## src/rtl/refsched_pkg.sv

```systemverilog
package refsched_pkg;
    typedef enum logic [1:0] {
        LVL_URGENT    = 2'd0,
        LVL_IDLE_ONLY = 2'd1,
        LVL_HOLD      = 2'd2
    } urg_t;

    typedef enum logic [1:0] {
        ST_IDLE = 2'd0,
        ST_PALL = 2'd1,
        ST_REF  = 2'd2
    } seq_t;
endpackage

```

## src/rtl/refsched_credit.sv

```systemverilog
module refsched_credit #(
    parameter int CNT_W = 14
) (
    input  logic             clk,
    input  logic             rst_n,
    input  logic             en,
    input  logic             add,
    input  logic [CNT_W-1:0] interval,
    output logic [CNT_W-1:0] cnt
);
    localparam logic [CNT_W-1:0] CNT_MAX = '1;

    typedef struct packed {
        logic [CNT_W-1:0] cnt;
    } cr_t;

    cr_t cr_q, cr_d;
    logic [CNT_W:0] sum_w, dif_w;

    always_comb begin
        cr_d  = cr_q;
        sum_w = {1'b0, cr_q.cnt} + (add ? {1'b0, interval} : '0);
        dif_w = (en && sum_w != '0) ? sum_w - (CNT_W+1)'(1) : sum_w;
        cr_d.cnt = dif_w[CNT_W] ? CNT_MAX : dif_w[CNT_W-1:0];
    end

    always_ff @(posedge clk) begin
        if (!rst_n) cr_q <= '0;
        else        cr_q <= cr_d;
    end

    assign cnt = cr_q.cnt;


    hold_when_off_chk: assert property (@(posedge clk) disable iff (!rst_n)
        (!en && !add) |=> $stable(cnt));

    dec_one_chk: assert property (@(posedge clk) disable iff (!rst_n)
        (en && !add && cnt != '0) |=> (cnt == $past(cnt) - CNT_W'(1)));

    floor_chk: assert property (@(posedge clk) disable iff (!rst_n)
        (en && !add && cnt == '0) |=> (cnt == '0));

    credit_grows_chk: assert property (@(posedge clk) disable iff (!rst_n)
        (add && interval != '0) |=> (cnt >= $past(cnt)));
endmodule

```

## src/rtl/refsched_grade.sv

```systemverilog
module refsched_grade
    import refsched_pkg::*;
#(
    parameter int CNT_W = 14
) (
    input  logic [CNT_W-1:0] cnt,
    input  logic [CNT_W-1:0] th_lo,
    input  logic [CNT_W-1:0] th_hi,
    output urg_t             urg
);
    always_comb begin
        if (cnt <= th_lo)      urg = LVL_URGENT;
        else if (cnt <= th_hi) urg = LVL_IDLE_ONLY;
        else                   urg = LVL_HOLD;
    end
endmodule

```

## src/rtl/refsched_seq.sv

```systemverilog
module refsched_seq
    import refsched_pkg::*;
#(
    parameter int NUM_BANKS = 8
) (
    input  logic                 clk,
    input  logic                 rst_n,
    input  logic                 en,
    input  urg_t                 urg,
    input  logic                 req_pending,
    input  logic                 slot_idle,
    input  logic [NUM_BANKS-1:0] bank_open,
    input  logic                 cmd_ack,
    output logic                 cmd_req,
    output logic                 cmd_is_ref,
    output logic                 hold_data,
    output logic                 banks_clear,
    output logic                 ref_done
);
    typedef struct packed {
        seq_t st;
        logic clr;
    } sq_t;

    sq_t sq_q, sq_d;
    logic start_w;

    always_comb begin
        sq_d     = sq_q;
        ref_done = 1'b0;
        start_w  = en && slot_idle &&
                   ((urg == LVL_URGENT) || (urg == LVL_IDLE_ONLY && !req_pending));
        case (sq_q.st)
            ST_IDLE: begin
                if (start_w) sq_d.st = (|bank_open) ? ST_PALL : ST_REF;
            end
            ST_PALL: begin
                if (cmd_ack)  sq_d.st = ST_REF;
                else if (!en) sq_d.st = ST_IDLE;
            end
            ST_REF: begin
                if (cmd_ack) begin
                    sq_d.st  = ST_IDLE;
                    ref_done = 1'b1;
                end else if (!en) begin
                    sq_d.st = ST_IDLE;
                end
            end
            default: sq_d.st = ST_IDLE;
        endcase
        sq_d.clr = ref_done;
    end

    always_ff @(posedge clk) begin
        if (!rst_n) sq_q <= '{st: ST_IDLE, clr: 1'b0};
        else        sq_q <= sq_d;
    end

    assign cmd_req     = (sq_q.st != ST_IDLE);
    assign cmd_is_ref  = (sq_q.st == ST_REF);
    assign hold_data   = cmd_req;
    assign banks_clear = sq_q.clr;


    req_held_chk: assert property (@(posedge clk) disable iff (!rst_n)
        (cmd_req && !cmd_ack && en) |=> (cmd_req && $stable(cmd_is_ref)));

    pall_then_ref_chk: assert property (@(posedge clk) disable iff (!rst_n)
        (cmd_req && !cmd_is_ref && cmd_ack) |=> (cmd_req && cmd_is_ref));

    clear_after_ref_chk: assert property (@(posedge clk) disable iff (!rst_n)
        (cmd_req && cmd_is_ref && cmd_ack) |=> (banks_clear && !cmd_req));

    clear_single_chk: assert property (@(posedge clk) disable iff (!rst_n)
        banks_clear |=> !banks_clear);

    abort_chk: assert property (@(posedge clk) disable iff (!rst_n)
        (!en && !cmd_ack) |=> !cmd_req);

    hold_grade_chk: assert property (@(posedge clk) disable iff (!rst_n)
        (urg == LVL_HOLD && !cmd_req) |=> !cmd_req);
endmodule

```

## src/rtl/refresh_sched.sv

```systemverilog
module refresh_sched
    import refsched_pkg::*;
#(
    parameter int CNT_W     = 14,
    parameter int NUM_BANKS = 8
) (
    input  logic                 clk,
    input  logic                 rst_n,
    input  logic                 en,
    input  logic [CNT_W-1:0]     interval,
    input  logic [CNT_W-1:0]     th_lo,
    input  logic [CNT_W-1:0]     th_hi,
    input  logic                 req_pending,
    input  logic                 slot_idle,
    input  logic [NUM_BANKS-1:0] bank_open,
    input  logic                 cmd_ack,
    output logic                 cmd_req,
    output logic                 cmd_is_ref,
    output logic                 hold_data,
    output logic                 banks_clear
);
    logic [CNT_W-1:0] cnt_w;
    urg_t             urg_w;
    logic             ref_done_w;

    refsched_credit #(.CNT_W(CNT_W)) u_credit (
        .clk      (clk),
        .rst_n    (rst_n),
        .en       (en),
        .add      (ref_done_w),
        .interval (interval),
        .cnt      (cnt_w)
    );

    refsched_grade #(.CNT_W(CNT_W)) u_grade (
        .cnt   (cnt_w),
        .th_lo (th_lo),
        .th_hi (th_hi),
        .urg   (urg_w)
    );

    refsched_seq #(.NUM_BANKS(NUM_BANKS)) u_seq (
        .clk         (clk),
        .rst_n       (rst_n),
        .en          (en),
        .urg         (urg_w),
        .req_pending (req_pending),
        .slot_idle   (slot_idle),
        .bank_open   (bank_open),
        .cmd_ack     (cmd_ack),
        .cmd_req     (cmd_req),
        .cmd_is_ref  (cmd_is_ref),
        .hold_data   (hold_data),
        .banks_clear (banks_clear),
        .ref_done    (ref_done_w)
    );


    reset_quiet_chk: assert property (@(posedge clk)
        !rst_n |=> (!cmd_req && !banks_clear));
endmodule

```

## config.mk

```make
export PLATFORM = sky130hd
export DESIGN_NAME = refresh_sched
export DESIGN_NICKNAME = d
export VERILOG_FILES = /design/src/rtl/refsched_pkg.sv /design/src/rtl/refsched_credit.sv /design/src/rtl/refsched_grade.sv /design/src/rtl/refsched_seq.sv /design/src/rtl/refresh_sched.sv
export SDC_FILE = /design/constraint.sdc
export NUM_CORES = 1
export LEC_CHECK = 0
export BUFFER_PORTS_ARGS = -buffer_cell sky130_fd_sc_hd__clkbuf_2
export CAP_MARGIN = 25
export CORE_MARGIN = 4
export CORE_UTILIZATION = 50
export DETAILED_ROUTE_END_ITERATION = 7
export PLACE_DENSITY = 0.82
export SYNTH_ARGS = -nofsm -noshare
export SYNTH_HDL_FRONTEND = slang
export SYNTH_SLANG_ARGS = --single-unit
```

## constraint.sdc

```tcl
create_clock -name clk -period 3.6 [get_ports clk]
set_input_delay 0.36 -clock clk [delete_from_list [all_inputs] [get_ports clk]]
set_output_delay 0.36 -clock clk [all_outputs]
set_load 0.01 [all_outputs]
```

Word-level counts from Yosys, hierarchy flattened
Index checks and enable logic that the tools add are counted.

storage, ports and cells
  logic and storage cells = 35
  input bits = 56
  output and inout port bits = 4
  bits in registers = 17

operators by class
  reduce and logical (&&, ||, !) cells = 11
  multiplexer cells = 13
  equality and inequality tests = 4
  add/sub/neg operators = 2
  magnitude comparators = 2

operators with widths
  kind                     count
  $le A14 B14 Y1           2
  $mux W14                 2
  $add A14 B15 Y15         1
  $mux W15                 1
  $reduce_bool A15 Y1      1
  $sub A15 B1 Y15 const B  1
  $mux W2                  7
  $reduce_or A8 Y1         1
  $pmux W2 S3              1
  $eq A2 B1 Y1 const B     2
  $logic_and A1 B1 Y1      4
  $logic_not A2 Y1         2
  $eq A2 B2 Y1 const B     1
  $mux W1                  2
  $ne A2 B1 Y1 const B     1
  $reduce_bool A2 Y1       1
  $logic_not A1 Y1         1
  $logic_or A1 B1 Y1       1

Longest topological paths before layout
  depth in word-level cells = 9
  gate-level depth with buffers = 14
  gate-level depth less buffers = 13

Modules after synthesis
From an unflattened synthesis, not the netlist that was laid out.

unflattened totals
  cell total of the unflattened synthesis = 335
  area total of the unflattened synthesis = 2601.2 um^2

by module, submodules not included
  module           area an instance (um^2)  cells each  times used  sequential area each (um^2)
  refsched_credit  1697.9                   209         1           280.3
  refsched_grade   709.4                    103         1           0.0
  refsched_seq     193.9                    23          1           60.1

Least setup slack after synthesis
Ideal clock, no wire load.

  path type = register -> register
  start point = register u_seq.sq_q[2] in the netlist's numbering
  end point = register u_credit.cr_q (netlist bit u_credit.cnt[8])
  cell stages (with the launch flop) = 14
  data required time = 3.467 ns
  arrival time = 3.557 ns
  clock period less this slack = 3.690 ns
  path buffers = 2
  setup time = 0.133 ns
  slack = -0.090 ns
  cells stage by stage = dfxtp_1 > nor2b_1 > clkbuf_1 > nand3_1 > fa_1 > nand2b_1 > a21o_1 > a311oi_2 > nand4_1 > nor4b_4 > nand4_2 > mux2i_2 > buf_4 > a31oi_2

between the ends
  longest elaborated chain between the ends = 8
  elaborated cells on any way between the ends = 9
  classes of those cells = add/sub (2); eq/ne (1); mux (4); reduce/logical (2)

ends and longest elaborated chain
  item                                                                     RTL line               text
  start: declaration                                                       refsched_seq.sv:25     sq_t sq_q, sq_d;
  start signal: assignment                                                 refsched_seq.sv:55     if (!rst_n) sq_q <= '{st: ST_IDLE, clr: 1'b0};
  start signal: assignment                                                 refsched_seq.sv:56     else sq_q <= sq_d;
  $eq A2 B2 Y1 *                                                           --
  named net cmd_is_ref                                                     refresh_sched.sv:18    output logic cmd_is_ref,
  $mux W1 *                                                                refsched_seq.sv:33     case (sq_q.st)
  $mux W14 *                                                               refsched_credit.sv:22  sum_w = {1'b0, cr_q.cnt} + (add ? {1'b0, interval} : '0);
  $add A14 B15 Y15 *                                                       refsched_credit.sv:22
  parallel branches: the longest is 2 deep, another holds $sub A15 B1 Y15  --
  $mux W15 *                                                               refsched_credit.sv:23  dif_w = (en && sum_w != '0) ? sum_w - (CNT_W+1)'(1) : sum_w;
  $mux W14 *                                                               refsched_credit.sv:24  cr_d.cnt = dif_w[CNT_W] ? CNT_MAX : dif_w[CNT_W-1:0];
  end signal: assignment                                                   refsched_credit.sv:29  else cr_q <= cr_d;
  end: declaration                                                         refsched_credit.sv:17  cr_t cr_q, cr_d;

Mark *: on every way through the listed nets, which the timed path passes.
A chain may end at the register's enable or synchronous reset.

Final worst setup path
  start point = register u_seq.sq_q[2] in the netlist's numbering
  end point = register u_credit.cr_q (netlist bit u_credit.cnt[1])

between the ends
  longest elaborated chain between the ends = 8
  elaborated cells on any way between the ends = 9
  classes of those cells = add/sub (2); eq/ne (1); mux (4); reduce/logical (2)

ends and longest elaborated chain
  item                                                                     RTL line
  $eq A2 B2 Y1 *                                                           refsched_seq.sv:33
  $mux W1 *                                                                refsched_seq.sv:33
  $mux W14 *                                                               refsched_credit.sv:22
  $add A14 B15 Y15 *                                                       refsched_credit.sv:22
  parallel branches: the longest is 2 deep, another holds $sub A15 B1 Y15  --
  $mux W15 *                                                               refsched_credit.sv:23
  $mux W14 *                                                               refsched_credit.sv:24

Every way passes the cells marked *.

==> flow_metrics.env <==
export IMPL_max_slew_margin=0.573
export IMPL_post_synth_num_cell_types=66
export IMPL_detailed_place_hpwl_mm=6.26
export IMPL_worstSetupEndpointType="register"
export IMPL_status="completed"
export IMPL_cpMaxStageDelayCell="sky130_fd_sc_hd__or4b_4"
export IMPL_async_flop_share=0
export IMPL_worst_hold_startpoint="rst_n"
export IMPL_worstReg2RegStart="u_seq.sq_q[2]$_SDFFE_PN0P_"
export IMPL_yosys_warnings=0
export IMPL_floorplan_initialDensity=0.519
export IMPL_crit_path_max_incr_delay_ns=0.60
export IMPL_maximum_number_of_pins_on_one_net_before_global_route_repair=17
export IMPL_final_min_period_over_clock_period=0.990
export IMPL_cellLeakagePower_nw=1.68
export IMPL_clock_sink_count=17
export IMPL_crit_chain="nor2b_4, and3_4, ha_4, inv_2, fa_2, nand2b_4, a21o_1, buf_6, a211oi_4, a211oi_2, or4b_4, o41ai_4, mux2_4, a21oi_2"
export IMPL_cts_inserted_buffers=3
export IMPL_drt_pass1_iter_count=4
export IMPL_fp_row_count=26
export IMPL_layout_common_cells="sky130_fd_sc_hd__clkbuf_2 (59), sky130_fd_sc_hd__ha_1 (40), sky130_fd_sc_hd__inv_1 (36), sky130_fd_sc_hd__buf_4 (28), sky130_fd_sc_hd__a21oi_1 (24)"
export IMPL_synth_net_count=445
export IMPL_critical_path_reg2reg_endpoint="u_credit.cnt[1]$_SDFF_PN0_"
export IMPL_met2_length_mm=3.92
export IMPL_synth_seq_cells=17
export IMPL_die_footprint_um2=6570
export IMPL_grt_overflow_total=0
export IMPL_totalWireLength_mm=7.95
export IMPL_wire_length_on_met3_um=399
export IMPL_layout_area_seq_um2=343
export IMPL_synthTopCellsByArea="sky130_fd_sc_hd__ha_1 (21%), sky130_fd_sc_hd__dfxtp_1 (13%), sky130_fd_sc_hd__inv_1 (5.2%)"
export IMPL_setup_viol=0
export IMPL_max_cap_viol_count=0
export IMPL_p_int_uw=894
export IMPL_syn2layout_area_growth_pct=26.1
export IMPL_cp_top_family="simple AND/OR/NAND/NOR gates"
export IMPL_clockPowerShare=0.091
export IMPL_io_pins=60
export IMPL_worstPathArrival_ns=3.76
export IMPL_r2r_worst_path_cells=14
export IMPL_worstHoldPathCells=2
export IMPL_post_synthesis_cell_area_um2=2670
export IMPL_finish_net_count=530
export IMPL_core_outline_area_um2=5140
export IMPL_seq_area_frac_synth=0.127
export IMPL_seqPwrFrac=0.187
export IMPL_timing_hold_violations_final=0
export IMPL_rsz0062_at_grt="yes"
export IMPL_swShare=0.474
export IMPL_chipHeight_um=81.1
export IMPL_number_of_drc_violations_after_detailed_routing=0
export IMPL_synth_cells=344
export IMPL_dpl_worst_slack_ns=0.00341
export IMPL_diodes=0
export IMPL_timing_final_ws_setup_ns=0.0347
export IMPL_antenna_left=0
export IMPL_timing_worst_setup_path_type="register to register"
export IMPL_layout_cells_most_common="sky130_fd_sc_hd__clkbuf_2"
export IMPL_clk_pin_slew_ns=0.07
export IMPL_num_vias=2920
export IMPL_timing_critical_path_required_ns=3.80
export IMPL_grt_usage=0.238
export IMPL_cp_num_buf_inv=2
export IMPL_gp_congestion=0.964
export IMPL_drtIter0Drc=210
export IMPL_cts_hold_repair_buffers=0
export IMPL_powerDensity_nw_per_um2=504
export IMPL_first_pass_grt_wire_length_mm=12.4
export IMPL_layout_drive_gt1_share=0.301
export IMPL_nFillCells=432
export IMPL_multi_input_area_um2=2220
export IMPL_route_detailed_wl_per_inst_um=16.0
export IMPL_hold_end="u_credit.cnt[12]$_SDFF_PN0_"
export IMPL_worstSkewPairLatency_ns=0.26
export IMPL_critPathMaxFanout=4
export IMPL_netSwitchingPower_uw=804
export IMPL_fin_hold_ws_ns=0.416
export IMPL_cts_buffer_depth=2
export IMPL_synth_edff_count=0
export IMPL_dominantRegCellSynth="sky130_fd_sc_hd__dfxtp_1"
export IMPL_io_buffer_count=59
export IMPL_p_total_mw=1.70
export IMPL_max_freq_ghz=0.280
export IMPL_synth_largest_area_cell="sky130_fd_sc_hd__ha_1"
export IMPL_die_width_um=81.1
export IMPL_synth_area_per_cell_um2=7.76
export IMPL_post_drt_via_cell_ratio=5.86
export IMPL_max_slew_worst_pin_slew_ns=0.636
export IMPL_timing_reg2reg_setup_slack_ns=0.03
export IMPL_combPwrFrac=0.722
export IMPL_grt_antenna_before_repair=0
export IMPL_skew_ns=0.00224
export IMPL_crit_path_start_kind="register"
export IMPL_min_period_ns=3.57
export IMPL_yosys_area_top_type_share=0.206
export IMPL_hp_class="input port to register"
export IMPL_max_vdd_ir_drop_v=0.000267
export IMPL_htree_levels=1
export IMPL_top_layer="met4"
export IMPL_cts_root_buffer_cell="sky130_fd_sc_hd__clkbuf_8"
export IMPL_cts_tree="yes"
export IMPL_final_max_slew_viol_count=0
export IMPL_met1_wire_length_mm=3.50
export IMPL_grt_pass1_vias=2850
==> worst register-to-register path: cells and delay by family (launching register included) <==
family | cells | cell delay (ns)
AND/OR/NAND/NOR | 4 | 1.10
adder cells (fa/ha/maj) | 2 | 0.51
AO/OA/AOI/OAI | 5 | 1.04
buffers and inverters | 2 | 0.18
flip-flops | 1 | 0.34
multiplexers | 1 | 0.34
==> stage by stage <==
step	util	setup TNS (ns)	instances	area, um^2
2_1_floorplan	-	0	344	2670
3_3_place_gp	0.611	0	482	3140
3_5_place_dp	0.611	0	482	3140
4_1_cts	0.626	0	489	3220
5_1_grt	0.655	-0.338	498	3370
6_report	0.655	0	498	3370
==> metal layers <==
layer  GRT usage  vias to the layer above
met2       0.425                      102
met1       0.299                     1341
met3      0.0222                       17
li1            -                     1460
met4      0.0743                        0
met5           0                        -
==> power by group through the flow <==
stage | clock network (mW) | registers (mW) | logic (mW)
after detailed placement | 0 | 0.315 | 1.07
after global placement | 0 | 0.314 | 1.05
after global routing | 0.163 | 0.325 | 1.35
after floorplan | 0 | 0.283 | 0.794
final | 0.154 | 0.317 | 1.23
after CTS | 0.152 | 0.310 | 1.13
==> cell usage after synthesis (4+ instances only) <==
| library cell | instances |
|---|---|
| sky130_fd_sc_hd__nand2b_1 | 6 |
| sky130_fd_sc_hd__buf_4 | 4 |
| sky130_fd_sc_hd__nand2_1 | 23 |
| sky130_fd_sc_hd__xnor2_1 | 9 |
| sky130_fd_sc_hd__o21ai_0 | 14 |
| sky130_fd_sc_hd__dfxtp_1 | 17 |
| sky130_fd_sc_hd__nand4_1 | 10 |
| sky130_fd_sc_hd__a21oi_1 | 25 |
| sky130_fd_sc_hd__nor2_1 | 14 |
| sky130_fd_sc_hd__and3_1 | 17 |
| sky130_fd_sc_hd__a31oi_1 | 13 |
| sky130_fd_sc_hd__inv_1 | 37 |
| sky130_fd_sc_hd__a21o_1 | 8 |
| sky130_fd_sc_hd__o21a_1 | 11 |
| sky130_fd_sc_hd__nor2b_1 | 6 |
| sky130_fd_sc_hd__ha_1 | 44 |
| sky130_fd_sc_hd__nand3_1 | 9 |
| sky130_fd_sc_hd__and4_1 | 4 |
| sky130_fd_sc_hd__nor3_1 | 5 |
==> state kept, by name, indices dropped and copies added, names as in the netlist <==
register           cells
u_credit.cnt          14
u_seq.sq_q             2
u_seq.banks_clear      1
==> how the worst max path moves through the flow <==
stage,endpoint,slack [ns],depth (start not counted),startpoint
finish,u_credit.cnt[1]$_SDFF_PN0_,0.03,14,u_seq.sq_q[2]$_SDFFE_PN0P_
CTS,u_credit.cnt[8]$_SDFF_PN0_,0.02,14,u_seq.sq_q[2]$_SDFFE_PN0P_
global route,u_credit.cnt[1]$_SDFF_PN0_,-0.08,14,u_seq.sq_q[2]$_SDFFE_PN0P_
detailed placement,u_credit.cnt[1]$_SDFF_PN0_,0.003,14,u_seq.sq_q[2]$_SDFFE_PN0P_
floorplan,u_credit.cnt[8]$_SDFF_PN0_,0.07,13,u_seq.sq_q[2]$_SDFFE_PN0P_
global placement,u_credit.cnt[1]$_SDFF_PN0_,0.01,12,cmd_ack
==> cell type report <==
type,instances,area share
tap,70,0.0260
multi-input combinational,281,0.660
clock buffer,3,0.0123
clock inverter,1,0.00149
sequential,17,0.102
timing repair buffer,89,0.157
inverter,37,0.0412
==> repair_timing <==
action	CTS	global route
pin swaps	2	12
endpoints found under the setup margin	1	14
setup buffers	3	9
gates resized for setup	1	22
==> logic make-up (layout without fill, tap and decap cells) <==
| family | Yosys count | in the layout | synth area share |
|---|---|---|---|
| flip-flops | 17 | 17 | 0.127 |
| buffers and inverters | 46 | 130 | 0.0712 |
| adder cells (fa/ha/maj) | 45 | 45 | 0.214 |
| XOR/XNOR | 12 | 12 | 0.0422 |
| multiplexers | 3 | 3 | 0.0136 |
| AND/OR/NAND/NOR | 117 | 117 | 0.258 |
| AO/OA/AOI/OAI | 104 | 104 | 0.274 |
(Power assumes the default switching activity.)
